===== src/rtl/rgm_clear_decode.sv =====
module rgm_clear_decode #(
   parameter int unsigned N     = 16,
   parameter int unsigned SEL_W = 5
) (
   input  logic [SEL_W-1:0] sel,
   output logic [N-1:0]     clr
);
   logic in_range;

   always_comb begin
      in_range = (32'(sel) < 32'(N));
   end

   for (genvar i = 0; i < N; i++) begin : g_dec
      always_comb begin
         clr[i] = !(in_range && (32'(sel) == 32'(i)));
      end
   end
endmodule


===== src/rtl/rgm_lane.sv =====
module rgm_lane #(
   parameter int unsigned W = 16
) (
   input  logic         clk,
   input  logic         rst_n,
   input  logic         clr,
   input  logic [W-1:0] d,
   output logic [W-1:0] q
);
   always_ff @(posedge clk) begin
      if (!rst_n || clr) begin
         q <= '0;
      end else begin
         q <= d;
      end
   end
endmodule


===== src/rtl/rgm_or_fold.sv =====
module rgm_or_fold #(
   parameter int unsigned N       = 16,
   parameter int unsigned W       = 16,
   parameter int unsigned OUT_REG = 1
) (
   input  logic           clk,
   input  logic           rst_n,
   input  logic [N*W-1:0] lanes,
   output logic [W-1:0]   or_comb,
   output logic [W-1:0]   y
);
   always_comb begin
      or_comb = '0;
      for (int i = 0; i < N; i++) begin
         or_comb = or_comb | lanes[i*W +: W];
      end
   end

   if (OUT_REG != 0) begin : g_reg
      logic [W-1:0] y_q;
      always_ff @(posedge clk) begin
         if (!rst_n) begin
            y_q <= '0;
         end else begin
            y_q <= or_comb;
         end
      end
      assign y = y_q;
   end else begin : g_comb
      assign y = or_comb;
   end
endmodule


===== src/rtl/rgm_wide_mux.sv =====
module rgm_wide_mux #(
   parameter int unsigned N       = 16,
   parameter int unsigned W       = 16,
   parameter int unsigned SEL_W   = 5,
   parameter int unsigned OUT_REG = 1
) (
   input  logic             clk,
   input  logic             rst_n,
   input  logic [SEL_W-1:0] sel,
   input  logic [N*W-1:0]   src_flat,
   output logic [W-1:0]     dout
);
   localparam int unsigned IDX_W = $clog2(N);

   if (N < 2) begin : g_bad_n
      $error("rgm_wide_mux: N must be at least 2");
   end
   if (W < 1 || W > 64) begin : g_bad_w
      $error("rgm_wide_mux: W must be 1..64");
   end
   if (SEL_W < IDX_W) begin : g_bad_sel
      $error("rgm_wide_mux: SEL_W too narrow for N");
   end
   if (OUT_REG > 1) begin : g_bad_or
      $error("rgm_wide_mux: OUT_REG must be 0 or 1");
   end

   logic [N-1:0]   clr;
   logic [N*W-1:0] lane_q;
   logic [W-1:0]   or_comb;

   rgm_clear_decode #(.N(N), .SEL_W(SEL_W)) dec_i (
      .sel (sel),
      .clr (clr)
   );

   for (genvar i = 0; i < N; i++) begin : g_lane
      rgm_lane #(.W(W)) lane_i (
         .clk   (clk),
         .rst_n (rst_n),
         .clr   (clr[i]),
         .d     (src_flat[i*W +: W]),
         .q     (lane_q[i*W +: W])
      );
   end

   rgm_or_fold #(.N(N), .W(W), .OUT_REG(OUT_REG)) fold_i (
      .clk     (clk),
      .rst_n   (rst_n),
      .lanes   (lane_q),
      .or_comb (or_comb),
      .y       (dout)
   );
endmodule


===== config.mk =====
export PLATFORM = sky130hd
export DESIGN_NAME = rgm_wide_mux
export DESIGN_NICKNAME = d
export VERILOG_FILES = /design/src/rtl/rgm_clear_decode.sv /design/src/rtl/rgm_lane.sv /design/src/rtl/rgm_or_fold.sv /design/src/rtl/rgm_wide_mux.sv
export SDC_FILE = /design/constraint.sdc
export NUM_CORES = 1
export LEC_CHECK = 0
export ABC_AREA = 1
export BUFFER_PORTS_ARGS = -buffer_cell sky130_fd_sc_hd__buf_2
export CAP_MARGIN = 15
export CORE_MARGIN = 2
export CORE_UTILIZATION = 30
export CTS_CLUSTER_DIAMETER = 150
export DETAILED_ROUTE_END_ITERATION = 7
export GPL_ROUTABILITY_DRIVEN = 0
export PLACE_DENSITY = 0.6
export SLEW_MARGIN = 0
export SYNTH_ARGS = -nofsm -noshare
export SYNTH_HDL_FRONTEND = slang
export SYNTH_SLANG_ARGS = --single-unit

===== constraint.sdc =====
create_clock -name clk -period 1.1 [get_ports clk]
set_input_delay 0.055 -clock clk [delete_from_list [all_inputs] [get_ports clk]]
set_output_delay 0.055 -clock clk [all_outputs]
set_load 0.1 [all_outputs]

==> impl_metrics.tcl, run 1 <==
set metrics [dict create \
    status "complete, but fails checks" \
    violations "setup timing" \
    tightestPinTransition_ns 0.427 \
    grt_max_degree 17 \
    finalSetupViolations 8 \
    use_met2_pct 34.7 \
    setup_ws_ns -0.0186 \
    vias 8066 \
    skew_ns 0.00837 \
    drc 0 \
    synth_compound_area_share_pct 0.922 \
    grt_use_total_pct 18.1 \
    p_leak_uw 0.00772 \
    drt-initial-drc-count 321 \
    rsz0062_at_grt "yes" \
    p_int_uw 17000 \
    clockPowerShare_pct 44.8 \
    max-vdd-ir-drop_uv 881 \
    synth_edf_count 0 \
    synth_cell_type_count 12 \
    max_freq_ghz 0.894 \
    cp_slowest_cell "dfxtp_4" \
    syn_to_final_growth_pct 66.8 \
    worstPathRequired_ns 1.04 \
    insertedDiodeCount 0 \
    cpLargestDelayFamily "flip-flops" \
    synth-main-ff-cell "dfxtp_1" \
    post_drt_wl_per_cell_um 13.6 \
    final_net_count 1906 \
    end_kind "output port" \
    grt_pass1_wl_um 42800 \
    grt-busiest-layer "met2" \
    cts_made_buffers 28 \
    grt_util_met1_pct 20.0 \
    die_w_um 174 \
    cp_num_buf_inv 1 \
    utilization_pct 50.6 \
    io_buffers 278 \
    clkTransAtPathRegs_ns 0.07 \
    switchingPower_uw 4750 \
    arrival_ns 1.06 \
    synth-async-reset-ratio_pct 0 \
    slowest_delay_ns 0.36 \
    ios 279 \
    vias_per_cell 3.94 \
    finalCritPeriodShare_pct 102 \
    drt-pass1-iter-count 4 \
    powerDensity_nw_per_um2 1500 \
    cts_tree "yes" \
    cts.sinks 272 \
    cts_max_level 1 \
    worst_hold_slack_ns 0.0194 \
    yosysSeqAreaShare_pct 62.7 \
    crit_chain "buf_12" \
    finalHoldViolCount 0 \
    maxCapViolCount 0 \
    core-area_um2 28600 \
    total_power_uw 21800 \
    ant_nets 0 \
    synthCells 1076 \
    die_area_um2 30300 \
    cts_root_buffer "clkbuf_16" \
    grt_pass1_vias 8632 \
    syn_area_um2 8680 \
    syn_area_per_cell_um2 8.07 \
    row_count 62 \
    synth_most_common_cell "nor2_1" \
    die_h_um 174 \
    clock_path_buffers 3 \
    synth_seq_cells 272 \
    drive_gt1_share_pct 23.1 \
    criticalPathCategory "register to output port" \
    synth_top_area_cell "dfxtp_1" \
    hp-class "primary input to register" \
    place_ws_ns -0.0871 \
    p_seq_share_pct 45.8 \
    worstSetupStartpointType "register" \
    cp_max_fo 1 \
    synth_nets 1339 \
    synthAdderAreaFrac_pct 0 \
    dp_hpwl_um 17600 \
    wl_um 27900 \
    synth_top_area_share_pct 62.7 \
    drv_slew 0 \
    min_period_ns 1.12 \
    synthTopCellsByArea "dfxtp_1 (63%), nor2_1 (18%), inv_1 (11%), nand2_1 (3.0%), buf_6 (2.1%)" \
    share_comb_of_total_power_pct 9.4 \
    grt_antenna_before_repair 0 \
    maxSlewHeadroom_pct 71.4 \
    synth.mux.area_fraction_pct 0 \
    synth_top_family_by_area "simple AND/OR/NAND/NOR gates" \
    swShare_pct 21.8 \
    ys_warn_count 0 \
    synthSimpleGateAreaFrac_pct 22.9 \
    use_met3_pct 3.54 \
    initial_utilization_pct 30.3 \
    clock_latency_ns 0.53 \
    synth_commonest_cells "nor2_1 (417), dfxtp_1 (272), inv_1 (261)" \
    grt-ovfl-total 0 \
    yosys.area_share.xor_xnor_pct 0 \
]
-- final cells by class --
cell class	count	area, um^2
Clock inverter	12	148
Multi-Input combinational cell	525	2070
Timing Repair Buffer	554	4510
Tap cell	384	480
Inverter	262	983
Clock buffer	39	823
Fill cell	2495	14100
Sequential cell	272	5470
-- kinds of logic (layout without fill, tap and decap cells) --
| kind of cell | after synthesis | in the layout |
|---|---|---|
| AND/OR/NAND/NOR | 509 | 509 |
| buffers and inverters | 279 | 867 |
| flip-flops | 272 | 272 |
| AO/OA/AOI/OAI | 16 | 16 |
-- repair_timing --
action / 4_1_cts / 5_1_grt
setup endpoints to repair: 16 / 16
resized for setup: 22 / 1
hold buffers: 257 / 0
gates cloned: 0 / 0
setup buffers: 0 / 0
hold endpoints to repair: 256 / 0
-- worst paths after layout --
check,start,to,slack [ns],cells past startpoint
setup reg to reg,g_lane[2].lane_i.q[15]$_SDFF_PP0_,fold_i.y[15]$_SDFF_PN0_,0.17,4
hold / removal,rst_n,fold_i.y[2]$_SDFF_PN0_,0.02,4
setup / recovery,fold_i.y[14]$_SDFF_PN0_,dout[14],-0.02,1
hold reg to reg,g_lane[5].lane_i.q[12]$_SDFF_PP0_,fold_i.y[12]$_SDFF_PN0_,0.55,4
-- metrics by stage --
| step | cells | area [um^2] | TNS, ns |
|---|---|---|---|
| after floorplan | 1076 | 8680 | 0 |
| final | 2048 | 14500 | -0.0792 |
| after detailed placement | 1740 | 10900 | -1.50 |
| after CTS | 2048 | 14500 | -0.587 |
| after global placement | 1740 | 10900 | -0.249 |
| after global routing | 2048 | 14500 | -0.679 |
-- power by group through the flow --
stage	clock network (uW)	registers [uW]	logic [uW]
after global routing	10400	9970	2210
after CTS	9980	9980	2000
after detailed placement	0	10200	1290
final	9760	9970	2050
after floorplan	0	10400	344
after global placement	0	10200	1300
-- cells in the final DEF (no fill, tap or decap), types with 13 or more instances in the layout --
master / n
buf_2: 262
nand2_2: 16
clkbuf_16: 29
buf_12: 29
dlygate4sd3_1: 257
a21oi_1: 16
nand2_1: 69
dfxtp_1: 256
nor2_1: 417
dfxtp_2: 13
inv_1: 261
-- flip-flops by register name, summed over array words and instances, names as in the netlist --
signal / flops
g_lane.lane_i.q: 256
fold_i.y: 16
-- metal layers --
layer / vias up / wire, um
li1: 4128 / -
met1: 3595 / 11500
met2: 297 / 14100
met3: 46 / 1620
met4: 0 / 632
met5: - / 0
Note: power is estimated with default switching activity, not from simulation.
==> run 2, diff against run 1 <==
Settings changed: PLACE_DENSITY 0.6 to 0.62.
Clock period 1.1 ns to 1 ns, I/O delays scaled along.
==> run 2 against run 1 <==
Compared with the run above: the flow still finishes with violations (setup timing); via count grew 1.7%; critical path type unchanged; sequential share of layout area shrank 0.29 points; utilization increased by 0.33 points; clock power increased by 13%; register-to-register slack lost 0.15 ns.
==> impl_metrics.tcl, run 2 (synthesis results as in run 1) <==
set metrics [dict create \
    skew_ns 0.0170 \
    drt-pass1-iter-count 5 \
    syn_to_final_growth_pct 67.9 \
    grt_antenna_before_repair 2 \
    drc 0 \
    cp_slowest_cell "dfxtp_2" \
    grt-ovfl-total 0 \
    setup_ws_ns -0.109 \
    powerDensity_nw_per_um2 1660 \
    finalCritPeriodShare_pct 111 \
    die_w_um 174 \
    finalHoldViolCount 0 \
    vias 8202 \
    finalSetupViolations 16 \
    final_common_cell "nor2_1" \
    dp_hpwl_um 17700 \
    max-vdd-ir-drop_uv 1250 \
    layout_common_cells "nor2_1 (414), buf_2 (262), inv_1 (261)" \
    criticalPathCategory "register to output port" \
    maxSlewHeadroom_pct 72.4 \
    tightestPinTransition_ns 0.412 \
    post_cts.repair.setup_buffers 0 \
    violations "setup timing" \
    cts.sinks 272 \
    grt_use_total_pct 18.6 \
    grt_max_degree 17 \
    crit_start "fold_i.y[14]$_SDFF_PN0_" \
    initial_utilization_pct 30.3 \
    largest_reg_flops 256 \
    dp_cells 1745 \
    instances_no_fill 2053 \
    cpLargestDelayFamily "flip-flops" \
    hp-class "primary input to register" \
    cts_tree "yes" \
    ios 279 \
    cts_made_buffers 28 \
    drive_gt1_share_pct 23.5 \
    fillers 2473 \
    clkTransAtPathRegs_ns 0.06 \
    io_buffers 278 \
    arrival_ns 1.06 \
    final_net_count 1911 \
    rr_startpoint "g_lane[5].lane_i.q[13]$_SDFF_PP0_" \
    worstSetupStartpointType "register" \
    hold_start "sel[3]" \
    cts_root_buffer "clkbuf_16" \
    row_count 62 \
    slowest_delay_ns 0.35 \
    cp_num_buf_inv 1 \
    drt-initial-drc-count 322 \
    status "complete, but fails checks" \
    ant_nets 0 \
    cp_max_fo 1 \
    end_kind "output port" \
    grt_pass1_wl_um 43900 \
    post_drt_wl_per_cell_um 13.9 \
    min_period_ns 1.11 \
    core-area_um2 28600 \
    regMostFlops "g_lane.lane_i.q" \
    vias_per_cell 4.00 \
    total_power_uw 24300 \
    cts_max_level 1 \
    maxCapViolCount 0 \
    worstPathRequired_ns 0.95 \
    rsz0062_at_grt "yes" \
    die_h_um 174 \
    die_area_um2 30300 \
    crit_chain "buf_12" \
    max_freq_ghz 0.901 \
    drv_slew 0 \
    clock_latency_ns 0.53 \
    clock_path_buffers 3 \
    grt_pass1_vias 8599 \
    p_leak_uw 0.00777 \
    wl_um 28500 \
]
-- run 2: changes by cell type in the layout (fill, tap and decap cells not counted), moves of 3 or more --
cell	before	now
buf_12	29	32
nor2_2	2	5
dfxtp_2	13	16
clkbuf_8	6	3
nor2_1	417	414
dfxtp_4	3	0
-- run 2: path summary, 6_finish.rpt --
check / to / slack [ns] / cells past startpoint
hold / removal: g_lane[5].lane_i.q[4]$_SDFF_PP0_ / 0.07 / 5
setup / recovery: dout[14] / -0.11 / 1
setup reg to reg: fold_i.y[13]$_SDFF_PN0_ / 0.02 / 4
hold reg to reg: fold_i.y[12]$_SDFF_PN0_ / 0.55 / 4
-- run 2: layer usage --
metal	vias to the layer above	global-route usage (%)	share of wire [%]	routed length (um)
li1	4148	-	-	-
met1	3655	20.3	39	11200
met2	319	35.2	51	14400
met3	80	3.67	6.7	1900
met4	0	7.00	3.6	1030
met5	-	0	0	0
-- run 2: power by group --
| group | internal (uW) | switching [uW] | total, uW | leakage [uW] |
|---|---|---|---|---|
| clock | 6780 | 4220 | 11000 | 0.000489 |
| combinational | 1310 | 965 | 2280 | 0.00508 |
| sequential | 10900 | 41.9 | 11000 | 0.00220 |
-- run 2: layout make-up --
cell class	count	area, um^2	area share (%)
antenna	2	5.00	0.0343
clock buffer	35	778	5.34
clock inverter	14	206	1.42
inverter	262	983	6.74
multi-input combinational	525	2080	14.3
sequential	272	5470	37.5
tap	384	480	3.30
timing repair buffer	559	4580	31.4
-- run 2: timing repair --
action	in CTS	in global routing
hold buffers	257	0
endpoints found under the setup margin	16	19
pin swaps	0	0
resized for setup	16	3
endpoints found under the hold margin	265	0
-- run 2: through the flow --
stage	TNS (ns)	hold WS, ns	cell area (um^2)	utilization [%]	setup slack (ns)
after CTS	-2.04	0.0402	14600	50.9	-0.142
final	-1.53	0.0698	14600	50.9	-0.109
after floorplan	0	0.162	8680	-	0.0410
after global placement	-4.44	0.266	11000	38.4	-0.0875
after detailed placement	-7.64	0.268	11000	38.4	-0.0737
after global routing	-2.17	0.0928	14600	50.9	-0.160
==> run 3, diff against run 2 <==
Settings changed: CTS_BUF_LIST set to sky130_fd_sc_hd__clkbuf_8, MAX_ROUTING_LAYER set to met4, PLACE_DENSITY 0.62 to 0.6.
Clock period 1 ns to 1.05 ns, I/O delays scaled along.
==> run 3 against run 2 <==
Compared with the run above: the run still ends with setup timing left; highest routed layer unchanged; setup slack improved by 0.032 ns; largest power group unchanged; clock skew decreased by 0.0042 ns; sequential power decreased by 5%; final cell count increased by 1.2%.
==> impl_metrics.tcl, run 3 (synthesis results as in run 1) <==
set metrics [dict create \
    status "complete, but fails checks" \
    violations "setup timing" \
    final_common_cell "nor2_1" \
    maxSlewHeadroom_pct 75.0 \
    max_freq_ghz 0.887 \
    cts_tree "yes" \
    drt-pass1-iter-count 6 \
    cp_slowest_cell "dfxtp_4" \
    vias_per_cell 3.94 \
    worstPathRequired_ns 1.00 \
    maxCapViolCount 0 \
    max-vdd-ir-drop_uv 799 \
    postLayoutCellArea_um2 14400 \
    grt_max_degree 17 \
    die_h_um 174 \
    grt_pass1_wl_um 43400 \
    core-area_um2 28600 \
    syn_to_final_growth_pct 66.3 \
    ff2ff_path_depth 4 \
    switchingPower_uw 5010 \
    min_period_ns 1.13 \
    powerDensity_nw_per_um2 1510 \
    cp.depth 1 \
    vias 8197 \
    ant_nets 0 \
    initial_utilization_pct 30.3 \
    total_power_uw 21800 \
    io_buffers 278 \
    finalCritPeriodShare_pct 107 \
    clock_path_buffers 3 \
    crit_chain "buf_12" \
    final_net_count 1926 \
    finalSetupViolations 16 \
    whs_path_depth 6 \
    wl_met3_um 1750 \
    multiInputGateArea_um2 2070 \
    seq_area_um2 5470 \
    cts.sinks 272 \
    cts_made_buffers 45 \
    p_seq_share_pct 47.9 \
    grt-ovfl-total 0 \
    finalHoldViolCount 0 \
    skew_ns 0.0128 \
    post_cts.repair.setup_buffers 0 \
    cp_num_buf_inv 1 \
    setup_ws_ns -0.0769 \
    hp-class "primary input to register" \
    drc 0 \
    cts_root_buffer "clkbuf_8" \
    grt_use_total_pct 19.0 \
    swShare_pct 22.9 \
    worst_hold_slack_ns 0.100 \
    clkTransAtPathRegs_ns 0.06 \
    clock_latency_ns 0.54 \
    share_comb_of_total_power_pct 9.9 \
    fillers 2509 \
    drv_slew 0 \
    p_leak_uw 0.00777 \
    cp_max_fo 1 \
    wl_met2_um 14100 \
    cts_max_level 2 \
    grt_pass1_vias 8884 \
    wl_um 28400 \
    drt-initial-drc-count 283 \
    ios 279 \
    dpl-instance-area_um2 10900 \
    top_layer_used "met4" \
    dp_hpwl_um 17500 \
    wl_met1_um 11500 \
    die_w_um 174 \
    worstSetupStartpointType "register" \
    regMostFlops "g_lane.lane_i.q" \
    post_drt_wl_per_cell_um 13.7 \
    arrival_ns 1.07 \
    end_kind "output port" \
    tightestPinTransition_ns 0.374 \
    rsz0062_at_grt "yes" \
    row_count 62 \
    dp_cells 1742 \
    layout_common_cells "nor2_1 (416), inv_1 (277), buf_2 (262)" \
    drive_gt1_share_pct 23.7 \
    criticalPathCategory "register to output port" \
    clockPowerShare_pct 42.2 \
    die_area_um2 30300 \
    instances_no_fill 2078 \
    grt_antenna_before_repair 1 \
    cpLargestDelayFamily "flip-flops" \
    slowest_delay_ns 0.37 \
    p_int_uw 16800 \
    largest_reg_flops 256 \
]
[run 3: power groups by stage]
stage	clock [uW]	combinational [uW]	sequential, uW
after floorplan	0	360	10900
after global placement	0	1370	10700
after detailed placement	0	1370	10700
after CTS	9470	2110	10500
after global routing	9920	2330	10500
final	9210	2160	10500
[run 3: metal layers]
metal / global-route usage [%] / vias up
met5: - / -
met4: 8.23 / 0
met3: 4.00 / 83
met2: 34.0 / 303
met1: 20.3 / 3636
li1: - / 4175
[run 3: path summary, 6_finish.rpt]
kind | from | slack [ns] | end
worst min-delay path | sel[0] | 0.10 | g_lane[11].lane_i.q[2]$_SDFF_PP0_
worst min register to register | g_lane[5].lane_i.q[5]$_SDFF_PP0_ | 0.56 | fold_i.y[5]$_SDFF_PN0_
worst max register to register | g_lane[8].lane_i.q[11]$_SDFF_PP0_ | 0.12 | fold_i.y[11]$_SDFF_PN0_
worst max-delay path | fold_i.y[13]$_SDFF_PN0_ | -0.08 | dout[13]
[run 3: final cells by class]
cell class                      instances  share of cell area [%]
Sequential cell                       272                    37.9
Timing Repair Buffer                  557                    31.4
Multi-Input combinational cell        525                    14.4
Inverter                              262                    6.81
Clock buffer                           51                    4.86
Tap cell                              384                    3.33
Clock inverter                         26                    1.33
Antenna cell                            1                  0.0173
[run 3: through the flow]
step	utilization (%)	TNS, ns	worst slack [ns]
4_1_cts	50.4	-1.57	-0.123
3_3_place_gp	38.2	-2.60	-0.102
6_report	50.4	-0.846	-0.0769
3_5_place_dp	38.2	-4.07	-0.114
5_1_grt	50.4	-1.63	-0.129
2_1_floorplan	-	0	0.0885
[run 3: what timing repair did]
| action | in CTS | in global routing |
|---|---|---|
| hold buffers | 258 | 0 |
| endpoints found under the setup margin | 16 | 17 |
| endpoints found under the hold margin | 261 | 0 |
| gates resized for setup | 17 | 2 |
